File: src/rtl/lcd_pkg.sv
`timescale 1ns/1ps
// Package: shared constants and helpers for the dual repeating code detector.
// Assumes codes are 8 bits wide and lengths are encoded as value+1.
package lcd_pkg;
    localparam int CODE_W   = 8;
    localparam int LEN_SEL_W = 3;
    localparam int NUM_DET  = 2;

    // Converts a length select into a pattern length of 1..8.
    function automatic logic [3:0] len_of(input logic [LEN_SEL_W-1:0] sel);
        return {1'b0, sel} + 4'd1;
    endfunction
endpackage

File: src/rtl/lcd_window_ctrl.sv
`timescale 1ns/1ps
// Module: lcd_window_ctrl
// Qualifies incoming bit strobes and counts accepted bits into fixed
// integration windows. It marks the accepted bit that closes each window.
// Assumes WINDOW_BITS >= 2.
module lcd_window_ctrl #(
    parameter int WINDOW_BITS = 74112,
    localparam int CNT_W = $clog2(WINDOW_BITS + 1)
) (
    input  logic             clk,
    input  logic             rst_n,
    input  logic             bit_valid,
    input  logic             fbit_pos,
    input  logic             framed_en,
    output logic             accept,
    output logic             win_end,
    output logic [CNT_W-1:0] win_cnt
);
    localparam logic [CNT_W-1:0] LAST = CNT_W'(WINDOW_BITS - 1);

    // Decides whether this strobe carries a payload bit.
    always_comb begin
        accept  = bit_valid && !(framed_en && fbit_pos);
        win_end = accept && (win_cnt == LAST);
    end

    // Counts accepted bits and wraps when a window closes.
    always_ff @(posedge clk) begin
        if (!rst_n) begin
            win_cnt <= '0;
        end else if (accept) begin
            if (win_end) win_cnt <= '0;
            else         win_cnt <= win_cnt + CNT_W'(1);
        end
    end
endmodule

File: src/rtl/lcd_phase_matcher.sv
`timescale 1ns/1ps
// Module: lcd_phase_matcher
// Compares each accepted bit against every rotation of one programmed
// pattern at once. It keeps a saturating mismatch count per rotation and
// reports a hit at window close when any valid rotation stayed within
// MAX_ERR. Assumes the window controller supplies accept and win_end.
module lcd_phase_matcher
    import lcd_pkg::*;
#(
    parameter int MAX_ERR = 1482,
    localparam int ERR_CAP = MAX_ERR + 1,
    localparam int ERR_W = $clog2(ERR_CAP + 1)
) (
    input  logic                 clk,
    input  logic                 rst_n,
    input  logic                 accept,
    input  logic                 win_end,
    input  logic                 rx_bit,
    input  logic [CODE_W-1:0]    code,
    input  logic [LEN_SEL_W-1:0] len_sel,
    output logic                 window_hit
);
    logic [3:0]        n_len;
    logic [2:0]        ref_idx;
    logic [CODE_W-1:0] phase_ok;

    // Decodes the selected pattern length.
    always_comb n_len = len_of(len_sel);

    // Steps the reference position through the pattern on each accepted bit.
    always_ff @(posedge clk) begin
        if (!rst_n) begin
            ref_idx <= '0;
        end else if (accept) begin
            if ({1'b0, ref_idx} >= n_len - 4'd1) ref_idx <= '0;
            else                                 ref_idx <= ref_idx + 3'd1;
        end
    end

    for (genvar p = 0; p < CODE_W; p++) begin : g_phase
        logic [3:0]       pos;
        logic             exp_bit;
        logic [ERR_W-1:0] err_q;
        logic [ERR_W-1:0] err_next;

        // Finds the pattern bit this rotation expects now and its new error count.
        always_comb begin
            pos     = ({1'b0, ref_idx} + 4'(p)) % n_len;
            exp_bit = |(code & (8'h80 >> pos));
            if (err_q == ERR_W'(ERR_CAP)) err_next = err_q;
            else                          err_next = err_q + ERR_W'(exp_bit ^ rx_bit);
            phase_ok[p] = (4'(p) < n_len) && (err_next <= ERR_W'(MAX_ERR));
        end

        // Holds this rotation's mismatch count for the open window.
        always_ff @(posedge clk) begin
            if (!rst_n) begin
                err_q <= '0;
            end else if (accept) begin
                if (win_end) err_q <= '0;
                else         err_q <= err_next;
            end
        end
    end

    // Reports a detection only on the closing bit of a window.
    always_comb window_hit = win_end && (|phase_ok);
endmodule

File: src/rtl/lcd_sticky_flag.sv
`timescale 1ns/1ps
// Module: lcd_sticky_flag
// A status bit that sets on a hit and clears on a clear pulse. A set in the
// same cycle as a clear wins.
module lcd_sticky_flag (
    input  logic clk,
    input  logic rst_n,
    input  logic set,
    input  logic clear,
    output logic flag
);
    // Updates the sticky bit with set taking priority.
    always_ff @(posedge clk) begin
        if (!rst_n)     flag <= 1'b0;
        else if (set)   flag <= 1'b1;
        else if (clear) flag <= 1'b0;
    end
endmodule

File: src/rtl/loop_code_detector.sv
`timescale 1ns/1ps
// Module: loop_code_detector
// Top of the dual repeating code detector. One shared window controller
// feeds two pattern matchers (index 0 for loop-up, index 1 for loop-down),
// and each matcher drives its own sticky flag.
// Assumes one bit at most per clock, marked by bit_valid.
module loop_code_detector
    import lcd_pkg::*;
#(
    parameter int WINDOW_BITS = 74112,
    parameter int MAX_ERR = 1482,
    localparam int CNT_W = $clog2(WINDOW_BITS + 1)
) (
    input  logic                 clk,
    input  logic                 rst_n,
    input  logic                 bit_valid,
    input  logic                 rx_bit,
    input  logic                 fbit_pos,
    input  logic                 framed_en,
    input  logic [CODE_W-1:0]    up_code,
    input  logic [LEN_SEL_W-1:0] up_len,
    input  logic [CODE_W-1:0]    dn_code,
    input  logic [LEN_SEL_W-1:0] dn_len,
    input  logic                 clear,
    output logic                 up_det,
    output logic                 dn_det
);
    logic                                 accept;
    logic                                 win_end;
    logic [CNT_W-1:0]                     win_cnt;
    logic [NUM_DET-1:0][CODE_W-1:0]       code_arr;
    logic [NUM_DET-1:0][LEN_SEL_W-1:0]    len_arr;
    logic [NUM_DET-1:0]                   hit;
    logic [NUM_DET-1:0]                   det;

    // Gathers the per-detector settings into indexed arrays.
    always_comb begin
        code_arr = {dn_code, up_code};
        len_arr  = {dn_len, up_len};
        up_det   = det[0];
        dn_det   = det[1];
    end

    lcd_window_ctrl #(.WINDOW_BITS(WINDOW_BITS)) u_window (
        .clk       (clk),
        .rst_n     (rst_n),
        .bit_valid (bit_valid),
        .fbit_pos  (fbit_pos),
        .framed_en (framed_en),
        .accept    (accept),
        .win_end   (win_end),
        .win_cnt   (win_cnt)
    );

    for (genvar d = 0; d < NUM_DET; d++) begin : g_det
        lcd_phase_matcher #(.MAX_ERR(MAX_ERR)) u_match (
            .clk        (clk),
            .rst_n      (rst_n),
            .accept     (accept),
            .win_end    (win_end),
            .rx_bit     (rx_bit),
            .code       (code_arr[d]),
            .len_sel    (len_arr[d]),
            .window_hit (hit[d])
        );

        lcd_sticky_flag u_flag (
            .clk   (clk),
            .rst_n (rst_n),
            .set   (hit[d]),
            .clear (clear),
            .flag  (det[d])
        );
    end
endmodule

File: config.mk
export PLATFORM = sky130hd
export DESIGN_NAME = loop_code_detector
export DESIGN_NICKNAME = d
export VERILOG_FILES = /design/src/rtl/lcd_pkg.sv /design/src/rtl/lcd_window_ctrl.sv /design/src/rtl/lcd_phase_matcher.sv /design/src/rtl/lcd_sticky_flag.sv /design/src/rtl/loop_code_detector.sv
export SDC_FILE = /design/constraint.sdc
export NUM_CORES = 1
export LEC_CHECK = 0
export BUFFER_PORTS_ARGS = -buffer_cell sky130_fd_sc_hd__buf_4
export CAP_MARGIN = 0
export CORE_UTILIZATION = 66
export CTS_CLUSTER_SIZE = 40
export DETAILED_ROUTE_END_ITERATION = 12
export PLACE_DENSITY = 0.83
export SLEW_MARGIN = 5
export SYNTH_ARGS = -nofsm -noshare
export SYNTH_HDL_FRONTEND = slang
export SYNTH_SLANG_ARGS = --single-unit
File: constraint.sdc
create_clock -name clk -period 15.14 [get_ports clk]
set_clock_uncertainty 0.05 [all_clocks]
set_input_delay 3.028 -clock clk [delete_from_list [all_inputs] [get_ports clk]]
set_output_delay 3.028 -clock clk [all_outputs]
set_load 0.005 [all_outputs]
# Word level (Yosys, flattened, before mapping)
# Cells that the tools add are included.
# Widths: inputs -> output; s select.
# totals
wordCells	253
input_bits	29
ff_bits	201
output_inout_bits	2
# classes
muxes	38
eq_ne	17
reduce_logical	42
bitwise_logic	32
n_lt_le_gt_ge	34
shift	16
n_addsub	37
div	16
# op_table
cell	count
$mux 11	32
$add 11x11->11	16
$eq 11x11->1 const B	16
$le 11x11->1 const B	16
$reduce_or 8->1	18
$and 8x8->8	16
$shr 8x4->8 const A	16
$mod 4x4->4	14
$add 3x3->4 const B	8
$lt 3x4->1 const A	8
$logic_and 1x1->1	21
$add 17x1->17 const B	1
$eq 17x17->1 const B	1
$mux 17	1
$add 3x1->4 const B	4
$add 3x2->4 const B	4
$lt 1x4->1 const A	4
$lt 2x4->1 const A	4
$xor 1x1->1	16
$ge 3x4->1	2
$mod 3x4->4	2
$sub 4x1->4 const B	2
$add 3x1->3 const B	2
$mux 3	2
3 further kinds	6

# Logic depth before layout (Yosys ltp)
# Gate-level depths: netlist (run 1).
# logic_depth
ltp_word	13
ltp_mapped	39
mapped_depth_nobuf	38

# Cells and area by module
# A second synthesis (run 1) with hierarchy kept.
# hier_totals
cells_unflattened	2870
hier_area_um2	22064.9
# modules_own_cells
mod	area_per_inst_um2	cells_each	seq_area_each_um2	instances
lcd_phase_matcher (g_det[1].u_match)	10587.7	1397	1821.7	1
lcd_phase_matcher (g_det[0].u_match)	10576.4	1373	1821.7	1
lcd_window_ctrl	818.3	94	340.3	1
lcd_sticky_flag	41.3	3	20.0	2

# Worst setup path after synthesis (run 1)
# OpenSTA, ideal clock, no wires.
# synth_path
path_kind	input -> register
start	input dn_len[0]
end	register g_det[1].u_flag.flag
stages	34
slack_ns	3.636
path_buffers	3
arrival_time_ns	11.331
cell_sequence	inv_1 ha_1 buf_2 inv_1 clkbuf_1 a31oi_1 a31oi_1 ha_1 or4b_2 a21oi_1 nor2_1 ha_1 o211ai_1 a21oi_4 mux2i_2 inv_2 fa_1 a21oi_1 or2_2 buf_1 mux2_2 nand3b_1 a221oi_2 xor2_1 ha_1 ha_1 nand2_1 nor2_1 nand2_1 o31a_1 o221ai_1 o2111ai_1 nor4_1 a21oi_1
# synth_via
elab_chain_len	13
# synth_rtl
item	line_no	source
start, declared	loop_code_detector.sv:23	input logic [LEN_SEL_W-1:0] dn_len,
$add 3x1->4 (*)	lcd_pkg.sv:11	return {1'b0, sel} + 4'd1;
$mod 3x4->4 / $mod 4x4->4 (equally long branches)	lcd_phase_matcher.sv:48	pos = ({1'b0, ref_idx} + 4'(p)) % n_len;
$shr 8x4->8	lcd_phase_matcher.sv:49	exp_bit = |(code & (8'h80 >> pos));
$and 8x8->8	lcd_phase_matcher.sv:49	
$reduce_or 8->1	lcd_phase_matcher.sv:49	
$xor 1x1->1	lcd_phase_matcher.sv:51	else err_next = err_q + ERR_W'(exp_bit ^ rx_bit);
$add 11x11->11	lcd_phase_matcher.sv:51	
$mux 11	lcd_phase_matcher.sv:50	if (err_q == ERR_W'(ERR_CAP)) err_next = err_q;
$le 11x11->1	lcd_phase_matcher.sv:52	phase_ok[p] = (4'(p) < n_len) && (err_next <= ERR_W'(MAX_ERR));
$logic_and 1x1->1	lcd_phase_matcher.sv:52	
$reduce_or 8->1 (*)	lcd_phase_matcher.sv:67	always_comb window_hit = win_end && (|phase_ok);
$logic_and 1x1->1 (*)	lcd_phase_matcher.sv:67	
$mux 1 / $reduce_bool 2->1 (equally long branches)	n/a	
end signal, assigned	lcd_sticky_flag.sv:14	if (!rst_n) flag <= 1'b0;
end signal, assigned	lcd_sticky_flag.sv:15	else if (set) flag <= 1'b1;
end signal, assigned	lcd_sticky_flag.sv:16	else if (clear) flag <= 1'b0;
end, declared	lcd_sticky_flag.sv:10	output logic flag
# Every way passes the cells marked *; elsewhere a longest branch is shown, timed or not.
# A chain may end at the register's enable or synchronous reset.

# Worst setup path in the final report (run 1)
# layout_path
start	input up_len[0]
end	register g_det[0].u_flag.flag
# layout_via
elab_chain_len	13
# layout_rtl
item	line_no	source
start, declared	loop_code_detector.sv:21	input logic [LEN_SEL_W-1:0] up_len,
$add 3x1->4 (*)	lcd_pkg.sv:11	
$mod 3x4->4 / $mod 4x4->4 (equally long branches)	lcd_phase_matcher.sv:48	
$shr 8x4->8	lcd_phase_matcher.sv:49	
$and 8x8->8	lcd_phase_matcher.sv:49	
$reduce_or 8->1	lcd_phase_matcher.sv:49	
$xor 1x1->1	lcd_phase_matcher.sv:51	
$add 11x11->11	lcd_phase_matcher.sv:51	
$mux 11	lcd_phase_matcher.sv:50	
$le 11x11->1	lcd_phase_matcher.sv:52	
$logic_and 1x1->1	lcd_phase_matcher.sv:52	
$reduce_or 8->1 (*)	lcd_phase_matcher.sv:67	
$logic_and 1x1->1 (*)	lcd_phase_matcher.sv:67	
$mux 1 / $reduce_bool 2->1 (equally long branches)	n/a	
end signal, assigned	lcd_sticky_flag.sv:14	
end signal, assigned	lcd_sticky_flag.sv:15	
end signal, assigned	lcd_sticky_flag.sv:16	
end, declared	lcd_sticky_flag.sv:10	
# Marked as above.

==> results of run 1 <==
==> final timing paths <==
check	start	to	slack, ns	cells past startpoint
worst min-delay path	g_det[0].u_match.g_phase[7].err_q[0]$_SDFFE_PN0P_	g_det[0].u_match.g_phase[7].err_q[0]$_SDFFE_PN0P_	0.44	2
worst max-delay path	up_len[0]	g_det[0].u_flag.flag$_SDFFE_PN0P_	3.10	38
worst min register to register	g_det[0].u_match.g_phase[7].err_q[0]$_SDFFE_PN0P_	g_det[0].u_match.g_phase[7].err_q[0]$_SDFFE_PN0P_	0.44	2
worst max register to register	g_det[1].u_match.ref_idx[1]$_SDFFE_PN0P_	g_det[1].u_flag.flag$_SDFFE_PN0P_	5.67	36
==> per-layer routing <==
metal  up-vias  part of all wire  global-route usage
met3       146             0.072              0.0331
met4         0             0.023               0.120
met5         -                 0                   0
met2       821              0.47               0.561
met1     10485              0.43               0.432
li1      10639                 -                   -
==> state kept, by name, indices dropped and copies added, names as in the netlist <==
| name | cells |
|---|---|
| u_window.win_cnt | 17 |
| g_det.u_match.g_phase.err_q | 176 |
| g_det.u_flag.flag | 2 |
| g_det.u_match.ref_idx | 6 |
==> cell families (layout without fill, tap and decap cells) <==
kind of cell               count (synthesis)  count (layout)  share of synthesized area
and+or+nand+nor                         1041            1041                      0.244
AOI/OAI and AO/OA                        941             941                      0.266
buffers and inverters                    259             175                     0.0478
adders and majority gates                239             239                      0.139
DFF                                      201             201                      0.179
xor gates and xnor gates                 151             151                     0.0588
muxes                                    118             118                     0.0651
==> layout make-up <==
cell class / count / area (µm²) / share of cell area
tap: 448 / 561 / 0.0239
sequential: 201 / 4020 / 0.172
timing repair buffer: 44 / 330 / 0.0141
multi-input combinational: 2490 / 17400 / 0.744
clock inverter: 5 / 25.0 / 0.00107
inverter: 91 / 342 / 0.0146
clock buffer: 35 / 713 / 0.0305
==> power breakdown <==
part	leakage (nW)	switching, W	total, W	internal (W)
clock network	0.369	0.000238	0.000561	0.000323
logic	6.89	0.000680	0.00121	0.000526
registers	1.62	0.0000206	0.000572	0.000551
total	8.88	0.000939	0.00234	0.00140
==> worst max-delay path: cells and delay by family <==
kind,cells,cell delay [ns]
AO/OA/AOI/OAI,14,2.47
XOR/XNOR,2,0.45
adder cells (fa/ha/maj),6,2.48
buffers and inverters,6,1.25
multiplexers,3,1.12
AND/OR/NAND/NOR,7,1.56
==> synth_stat cells, types with 62 or more instances <==
master	count
o21ai_0	260
nor2b_1	93
mux2i_1	73
ha_1	221
nand3_1	92
xnor2_1	89
dfxtp_1	201
nor2_1	172
nor3_1	70
o211ai_1	67
nand2_1	264
a21oi_1	257
and2_1	85
inv_1	88
xor2_1	62
clkbuf_1	110
==> stage by stage <==
stage / std cells / hold slack, ns / total power, W / utilization / worst slack [ns]
2_1_floorplan: 2950 / 0.399 / 0.00151 / - / 3.64
3_3_place_gp: 3274 / 0.418 / 0.00170 / 0.676 / 3.08
3_5_place_dp: 3274 / 0.430 / 0.00176 / 0.676 / 2.76
4_1_cts: 3314 / 0.437 / 0.00232 / 0.698 / 3.30
5_1_grt: 3314 / 0.459 / 0.00248 / 0.698 / 2.45
6_report: 3314 / 0.436 / 0.00234 / 0.698 / 3.10
==> qor.txt, run 1 <==
Outcome: finished clean
Ys async rst share: 0
Crit. End Element: flip-flop
Clk sinks: 201
Boundary Pins: 31
Final Hold Viols: 0
Fill cell count: 2747
Cells after synthesis: 2950
Max_slew headroom: 0.294
Hold_buf cts: 0
Post-synth EDFFs: 0
CP required: 15.49 ns
Latest clock arrival within the worst-skew pair: 0.54 ns
Leak Pwr: 8.88 nW
Layout area overhead: 4.15%
Final Max Tran Viols: 0
Commonest non-fill, non-tap cells in the layout: 263 x nand2_1, 260 x o21ai_0, 257 x a21oi_1, 221 x ha_1, 201 x dfxtp_1
Vias per Instance: 6.67
Die extent in y: 187 µm
Syn_nets: 3218
Yosys cell types: 102
Max Root-Sink Buffers: 3
DIE WIDTH: 187 µm
Core Box Area: 0.0335 mm²
Synth Register Bits: 201
CP most frequent cell: ha_1
First-pass GRT wire length: 98.9 mm
Placed instance area: 0.0227 mm²
Final Cell Area: 0.0234 mm²
Diode count: 0
Hpwl dp: 40.3 mm
DRT iter0 DRCs: 1982
Critical path class: input port to flip-flop
Residual DRC count: 0
Share of layout cells above drive strength 1: 0.0687
Commonest non-fill, non-tap cell in the layout: nand2_1
CTS tree: yes
Initial cell density of the core: 0.670
Largest net degree at the start of global routing: 118
TritonCTS Buffers: 25
Drt first pass iters: 6
Routability congestion estimate: 0.913
Post-cts sizing count: 0
Hold Crit Class: flip-flop to flip-flop
Via Count: 22.1k
Die Area: 0.0348 mm²
Critical Path AT: 12.39 ns
Fin crit period: 12.04 ns
CP max-delay cell: ha_1
Synth warn: 0
Post-Route WL: 59.4 mm
Max VDD drop: 0.0990 mV
Max-Cap Viols: 0
Fmax: 83.0 MHz
Leading area contributor after synthesis: dfxtp_1
GRT Residual Overflow: 0
Post-Syn Area per Cell: 7.62 µm²
Clock Root Buffer: clkbuf_16
Proportion of synthesized chip area in sequential cells: 0.179
Antenna violations before repair: 0
Tcrit/Tclk final: 0.795
Final nets: 3121
Final setup violation count: 0
Critical Path Fanout Max: 38
Clock-pin slew on the worst setup and hold paths: 0.06 ns
Crit start category: input port
Largest stage delay, worst path: 0.97 ns
Top cell type's share of synthesized area: 0.179
GRT Util Overall: 0.329
Most used flip-flop cell after synthesis: dfxtp_1
H-Tree Depth: 1
DR WL/cell: 17.9 µm
Unrepaired setup endpoints after global routing: no
Port bufs: 30
Mapped Area: 0.0225 mm²
Antenna Violating Nets Remaining: 0
Setup_tns: 0 ns
Leading post-synthesis cells by cell area: dfxtp_1 18%, ha_1 12%, o21ai_0 5.8%
Setup Fix Bufs, Post-CTS: 0
Cell area power density: 99.9 mW/mm²
Number of global-route vias before repair: 21.1k
Cell Rows: 67
Worst Max-Slew Pin Slew: 1.05 ns
No activity file was read; power rests on OpenSTA's default activity.
==> run 2, diff against run 1 <==
Settings changed: ABC_AREA from default to 1, CORE_UTILIZATION 66 to 59, PLACE_DENSITY 0.83 to 0.78.
Clock period 15.14 ns to 10.26 ns, I/O delays scaled along.
==> run 2 against run 1 <==
Effect of this change: first-iteration DRC count decreased by 33%; final cell count increased by 20%; synthesized cell count increased by 19%; critical endpoint unchanged; largest cell class unchanged.
==> qor.txt, run 2 <==
Setup Fix Bufs, Post-CTS: 0
Final Hold Viols: 0
Crit start category: input port
Largest net degree at the start of global routing: 130
Top cell type's share of synthesized area: 0.200
Placed instance area: 0.0221 mm²
Synth Register Bits: 201
Syn_nets: 3774
Leak Pwr: 11.1 nW
Worst r2r src: g_det[1].u_match.ref_idx[1]$_SDFFE_PN0P_
Hold Slack: 0.428 ns
Antenna Violating Nets Remaining: 0
Worst Max-Slew Pin Slew: 1.08 ns
FF-to-FF End: g_det[1].u_flag.flag$_SDFFE_PN0P_
Clock Root Buffer: clkbuf_16
CTS tree: yes
Synth warn: 0
Crit. End Element: flip-flop
Top Registers: g_det.u_match.g_phase.err_q x176, u_window.win_cnt x17, g_det.u_match.ref_idx x6
Cell Rows: 69
Yosys cell types: 60
Critical Path Fanout Max: 25
Antenna violations before repair: 0
Critical Path AT: 9.52 ns
Leading post-synthesis cells by cell area: nand2_1 20%, dfxtp_1 19%, ha_1 13%
Clock-pin slew on the worst setup and hold paths: 0.06 ns
Commonest non-fill, non-tap cells in the layout: 1149 x nand2_1, 440 x inv_1, 286 x nand3_1, 263 x nor2_1, 238 x a21oi_1
Max FFs per register: 176
CP most frequent cell: nand2_1
Fmax: 109 MHz
Largest stage delay, worst path: 0.69 ns
Outcome: finished clean
GRT Residual Overflow: 0
CP max-delay cell: ha_1
CP required: 10.57 ns
Final setup violation count: 0
Routability congestion estimate: 0.912
Core Box Area: 0.0357 mm²
Most frequent cell after synthesis: nand2_1
Cell area power density: 174 mW/mm²
Number of global-route vias before repair: 20.1k
Hold Path End: g_det[1].u_match.g_phase[4].err_q[9]$_SDFFE_PN0P_
Post-Syn Area per Cell: 6.14 µm²
Max Root-Sink Buffers: 3
Hold Path Depth: 2
Drt first pass iters: 9
Max-Cap Viols: 0
Die extent in y: 193 µm
Commonest non-fill, non-tap cell in the layout: nand2_1
Hold_buf cts: 0
Final nets: 3760
Latest clock arrival within the worst-skew pair: 0.53 ns
DR WL/cell: 13.1 µm
Clk sinks: 201
Tcrit/Tclk final: 0.898
Initial cell density of the core: 0.602
Dpl ws: 0.610 ns
Top cells by count, synth: 1149 x nand2_1, 440 x inv_1, 286 x nand3_1
H-Tree Depth: 1
Final WS setup: 1.05 ns
Residual DRC count: 0
Final Cell Area: 0.0228 mm²
Post-cts sizing count: 0
Post-synth EDFFs: 0
Post-Route WL: 52.1 mm
DIE WIDTH: 193 µm
Max VDD drop: 0.133 mV
DRT iter0 DRCs: 1330
Leading area contributor after synthesis: nand2_1
First-pass GRT wire length: 88.2 mm
Vias per Instance: 5.46
Layout Utilization: 0.639
Die Area: 0.0373 mm²
Proportion of synthesized chip area in sequential cells: 0.187
Mapped Area: 0.0215 mm²
Boundary Pins: 31
GRT Util Overall: 0.278
Most flop-heavy register: g_det.u_match.g_phase.err_q
Hpwl dp: 38.7 mm
Unrepaired setup endpoints after global routing: no
Port bufs: 30
TritonCTS Buffers: 24
Cells after synthesis: 3506
Fin crit period: 9.21 ns
Layout area overhead: 6.02%
Ys async rst share: 0
Max_slew headroom: 0.280
Critical path class: input port to flip-flop
Hold Crit Class: flip-flop to flip-flop
Via Count: 21.7k
Setup_tns: 0 ns
Share of layout cells above drive strength 1: 0.0607
Hold Path Origin: g_det[1].u_match.g_phase[4].err_q[9]$_SDFFE_PN0P_
Reg2Reg Depth: 48
Final Max Tran Viols: 0
Setup slack, reg-to-reg: 2.21 ns
Most used flip-flop cell after synthesis: dfxtp_1
Diode count: 0
-- run 2: power breakdown --
part           internal [W]  switching, W
Combinational      0.000820       0.00146
Sequential         0.000812     0.0000296
Clock              0.000502      0.000341
-- run 2: cell families (layout without fill, tap and decap cells) --
| kind of cell | Yosys count | after routing | share of synthesized area |
|---|---|---|---|
| simple gates | 1900 | 1900 | 0.376 |
| flops | 201 | 201 | 0.187 |
| buf+inv | 534 | 538 | 0.0980 |
| xor+xnor | 162 | 162 | 0.0662 |
| compound gates | 470 | 470 | 0.127 |
| fa+ha+maj | 239 | 239 | 0.145 |
-- run 2: metal layers --
| metal | track usage | routed length, µm |
|---|---|---|
| met1 | 0.349 | 23700 |
| met2 | 0.495 | 24700 |
| met3 | 0.0358 | 2560 |
| met4 | 0.0799 | 1130 |
| met5 | 0 | 0 |
-- run 2: layout make-up --
cell class	count	area [µm²]
clock inverter	6	58.8
clock buffer	38	714
inverter	451	1710
timing repair buffer	43	323
fill	3371	12900
multi-input combinational	2771	15400
sequential	201	4020
tap	461	577
-- run 2: worst max path at each step --
| stage | start | to | slack, ns | depth (start not counted) |
|---|---|---|---|---|
| 6_report | up_len[0] | g_det[0].u_flag.flag$_SDFFE_PN0P_ | 1.05 | 48 |
| 5_1_grt | up_len[0] | g_det[0].u_flag.flag$_SDFFE_PN0P_ | 0.18 | 53 |
| 4_1_cts | up_len[0] | g_det[0].u_flag.flag$_SDFFE_PN0P_ | 1.11 | 50 |
| 3_5_place_dp | up_len[0] | g_det[0].u_flag.flag$_SDFFE_PN0P_ | 0.61 | 48 |
| 3_3_place_gp | up_len[0] | g_det[0].u_flag.flag$_SDFFE_PN0P_ | 0.83 | 50 |
| 2_1_floorplan | dn_len[0] | g_det[1].u_flag.flag$_SDFFE_PN0P_ | 1.30 | 51 |
-- run 2: critical path, delay by kind of cell --
kind / cells / cell delay, ns
buf+inv: 7 / 1.55
simple gates: 26 / 2.29
compound gates: 8 / 1.29
xor+xnor: 1 / 0.22
fa+ha+maj: 6 / 2.08
-- run 2: stage by stage --
stage / instances / power (W)
2_1_floorplan: 3506 / 0.00266
6_report: 3971 / 0.00397
3_3_place_gp: 3927 / 0.00300
4_1_cts: 3971 / 0.00396
3_5_place_dp: 3927 / 0.00311
5_1_grt: 3971 / 0.00435
==> run 3, diff against run 2 <==
Settings changed: ABC_AREA 1 to default, CORE_UTILIZATION 59 to 60, CTS_CLUSTER_SIZE 40 to default, PLACE_DENSITY 0.78 to 0.79.
==> run 3 against run 2 <==
Effect of this change: first-iteration DRC count rose by 28%; flip-flop and latch count is the same; design area up 3.6%; routed wire length grew 17%; largest power group unchanged; via count rose by 2.9%; utilization up 0.60 points; setup slack worse by 0.68 ns.
==> qor.txt, run 3 (synthesis gave the netlist of run 1 again) <==
Outcome: finished clean
Number of global-route vias before repair: 21.0k
Tcrit/Tclk final: 0.964
DR WL/cell: 18.1 µm
Clock-pin slew on the worst setup and hold paths: 0.06 ns
Cell Rows: 70
CP most frequent cell: ha_1
Final setup violation count: 0
Crit start category: input port
Hold Path Depth: 2
Commonest non-fill, non-tap cells in the layout: 263 x nand2_1, 259 x o21ai_0, 257 x a21oi_1, 221 x ha_1, 201 x dfxtp_1
Top Registers: g_det.u_match.g_phase.err_q x176, u_window.win_cnt x17, g_det.u_match.ref_idx x6
Latest clock arrival within the worst-skew pair: 0.54 ns
Via Count: 22.3k
Antenna Violating Nets Remaining: 0
Fin crit period: 9.89 ns
TritonCTS Buffers: 23
Max FFs per register: 176
Final Hold Viols: 0
Commonest non-fill, non-tap cell in the layout: nand2_1
Crit. End Element: flip-flop
Clk sinks: 201
Max-Cap Viols: 0
Largest stage delay, worst path: 0.61 ns
Die Area: 0.0382 mm²
Cell area power density: 147 mW/mm²
Reg2Reg Depth: 37
Diode count: 0
GRT Residual Overflow: 0
Antenna violations before repair: 0
Max Root-Sink Buffers: 3
H-Tree Depth: 1
Post-Route WL: 60.8 mm
Residual DRC count: 0
Hpwl dp: 41.2 mm
Largest net degree at the start of global routing: 112
Initial cell density of the core: 0.612
Fmax: 101 MHz
Critical Path AT: 10.23 ns
Port bufs: 30
Setup_tns: 0 ns
Layout Utilization: 0.645
Routability congestion estimate: 0.891
Layout area overhead: 5.27%
CP max-delay cell: or4b_2
Leak Pwr: 9.01 nW
Max_slew headroom: 0.370
Core Box Area: 0.0367 mm²
Total Power: 0.00348 W
Final nets: 3150
Vias per Instance: 6.63
DIE WIDTH: 196 µm
Critical Path Fanout Max: 19
CP required: 10.60 ns
Boundary Pins: 31
Die extent in y: 196 µm
Hold_buf cts: 0
Critical path class: input port to flip-flop
Worst Max-Slew Pin Slew: 0.946 ns
Clock Root Buffer: clkbuf_16
Share of layout cells above drive strength 1: 0.0805
Final Max Tran Viols: 0
GRT Util Overall: 0.308
Drt first pass iters: 5
DRT iter0 DRCs: 1707
Most flop-heavy register: g_det.u_match.g_phase.err_q
Max VDD drop: 0.119 mV
First-pass GRT wire length: 99.8 mm
Hold Crit Class: flip-flop to flip-flop
CTS tree: yes
run 3: changes by cell type in the layout (fill, tap and decap cells not counted), sizes merged, moves of 54 or more:
cell,previous run,this run
nor2b,0,93
nand2,1176,265
nand3,296,93
mux2i,0,76
and2,1,86
o21ai,152,269
nor2,272,174
a21boi,6,60
inv,449,90
run 3: per-stage QoR:
step / cell area [µm²] / hold WS [ns] / instances / setup slack, ns
after global routing: 23700 / 0.468 / 3363 / -0.0448
final: 23700 / 0.436 / 3363 / 0.369
after floorplan: 22500 / 0.399 / 2950 / 0.0499
after global placement: 22900 / 0.418 / 3322 / 0.204
after detailed placement: 22900 / 0.434 / 3322 / -0.106
after CTS: 23600 / 0.442 / 3360 / 0.407
run 3: path summary, 6_finish.rpt:
path | startpoint | endpoint | slack [ns]
worst max register to register | g_det[0].u_match.ref_idx[1]$_SDFFE_PN0P_ | g_det[0].u_flag.flag$_SDFFE_PN0P_ | 1.23
worst min register to register | g_det[1].u_match.g_phase[1].err_q[0]$_SDFFE_PN0P_ | g_det[1].u_match.g_phase[1].err_q[0]$_SDFFE_PN0P_ | 0.44
worst max-delay path | up_len[0] | g_det[0].u_flag.flag$_SDFFE_PN0P_ | 0.37
worst min-delay path | g_det[1].u_match.g_phase[1].err_q[0]$_SDFFE_PN0P_ | g_det[1].u_match.g_phase[1].err_q[0]$_SDFFE_PN0P_ | 0.44
run 3: layout make-up:
type                            instances  area (µm²)
Multi-Input combinational cell       2490       17400
Timing Repair Buffer                   75         563
Sequential cell                       201        4020
Tap cell                              468         586
Clock inverter                          6        58.8
Fill cell                            3137       13000
Clock buffer                           32         639
Inverter                               91         345
run 3: critical path, delay by kind of cell:
family | cells | cell delay (ns)
compound gates | 16 | 2.88
mux | 3 | 1.07
buf+inv | 2 | 0.28
xor+xnor | 2 | 0.39
fa+ha+maj | 6 | 1.76
simple gates | 7 | 1.77
run 3: power by group:
part	internal, W	switching (W)	total (W)
combinational	0.000807	0.00103	0.00183
sequential	0.000813	0.0000319	0.000845
clock	0.000457	0.000344	0.000801
run 3: layer usage:
layer | global-route usage | up-vias | routed length [µm]
met2 | 0.537 | 768 | 28900
li1 | - | 10699 | -
met1 | 0.396 | 10710 | 26600
met3 | 0.0294 | 131 | 3760
met4 | 0.104 | 0 | 1570
met5 | 0 | - | 0
run 3: what timing repair did:
action | in CTS | in global routing
resized for setup | 0 | 9
buffers inserted | 0 | 3
setup endpoints to repair | 0 | 3
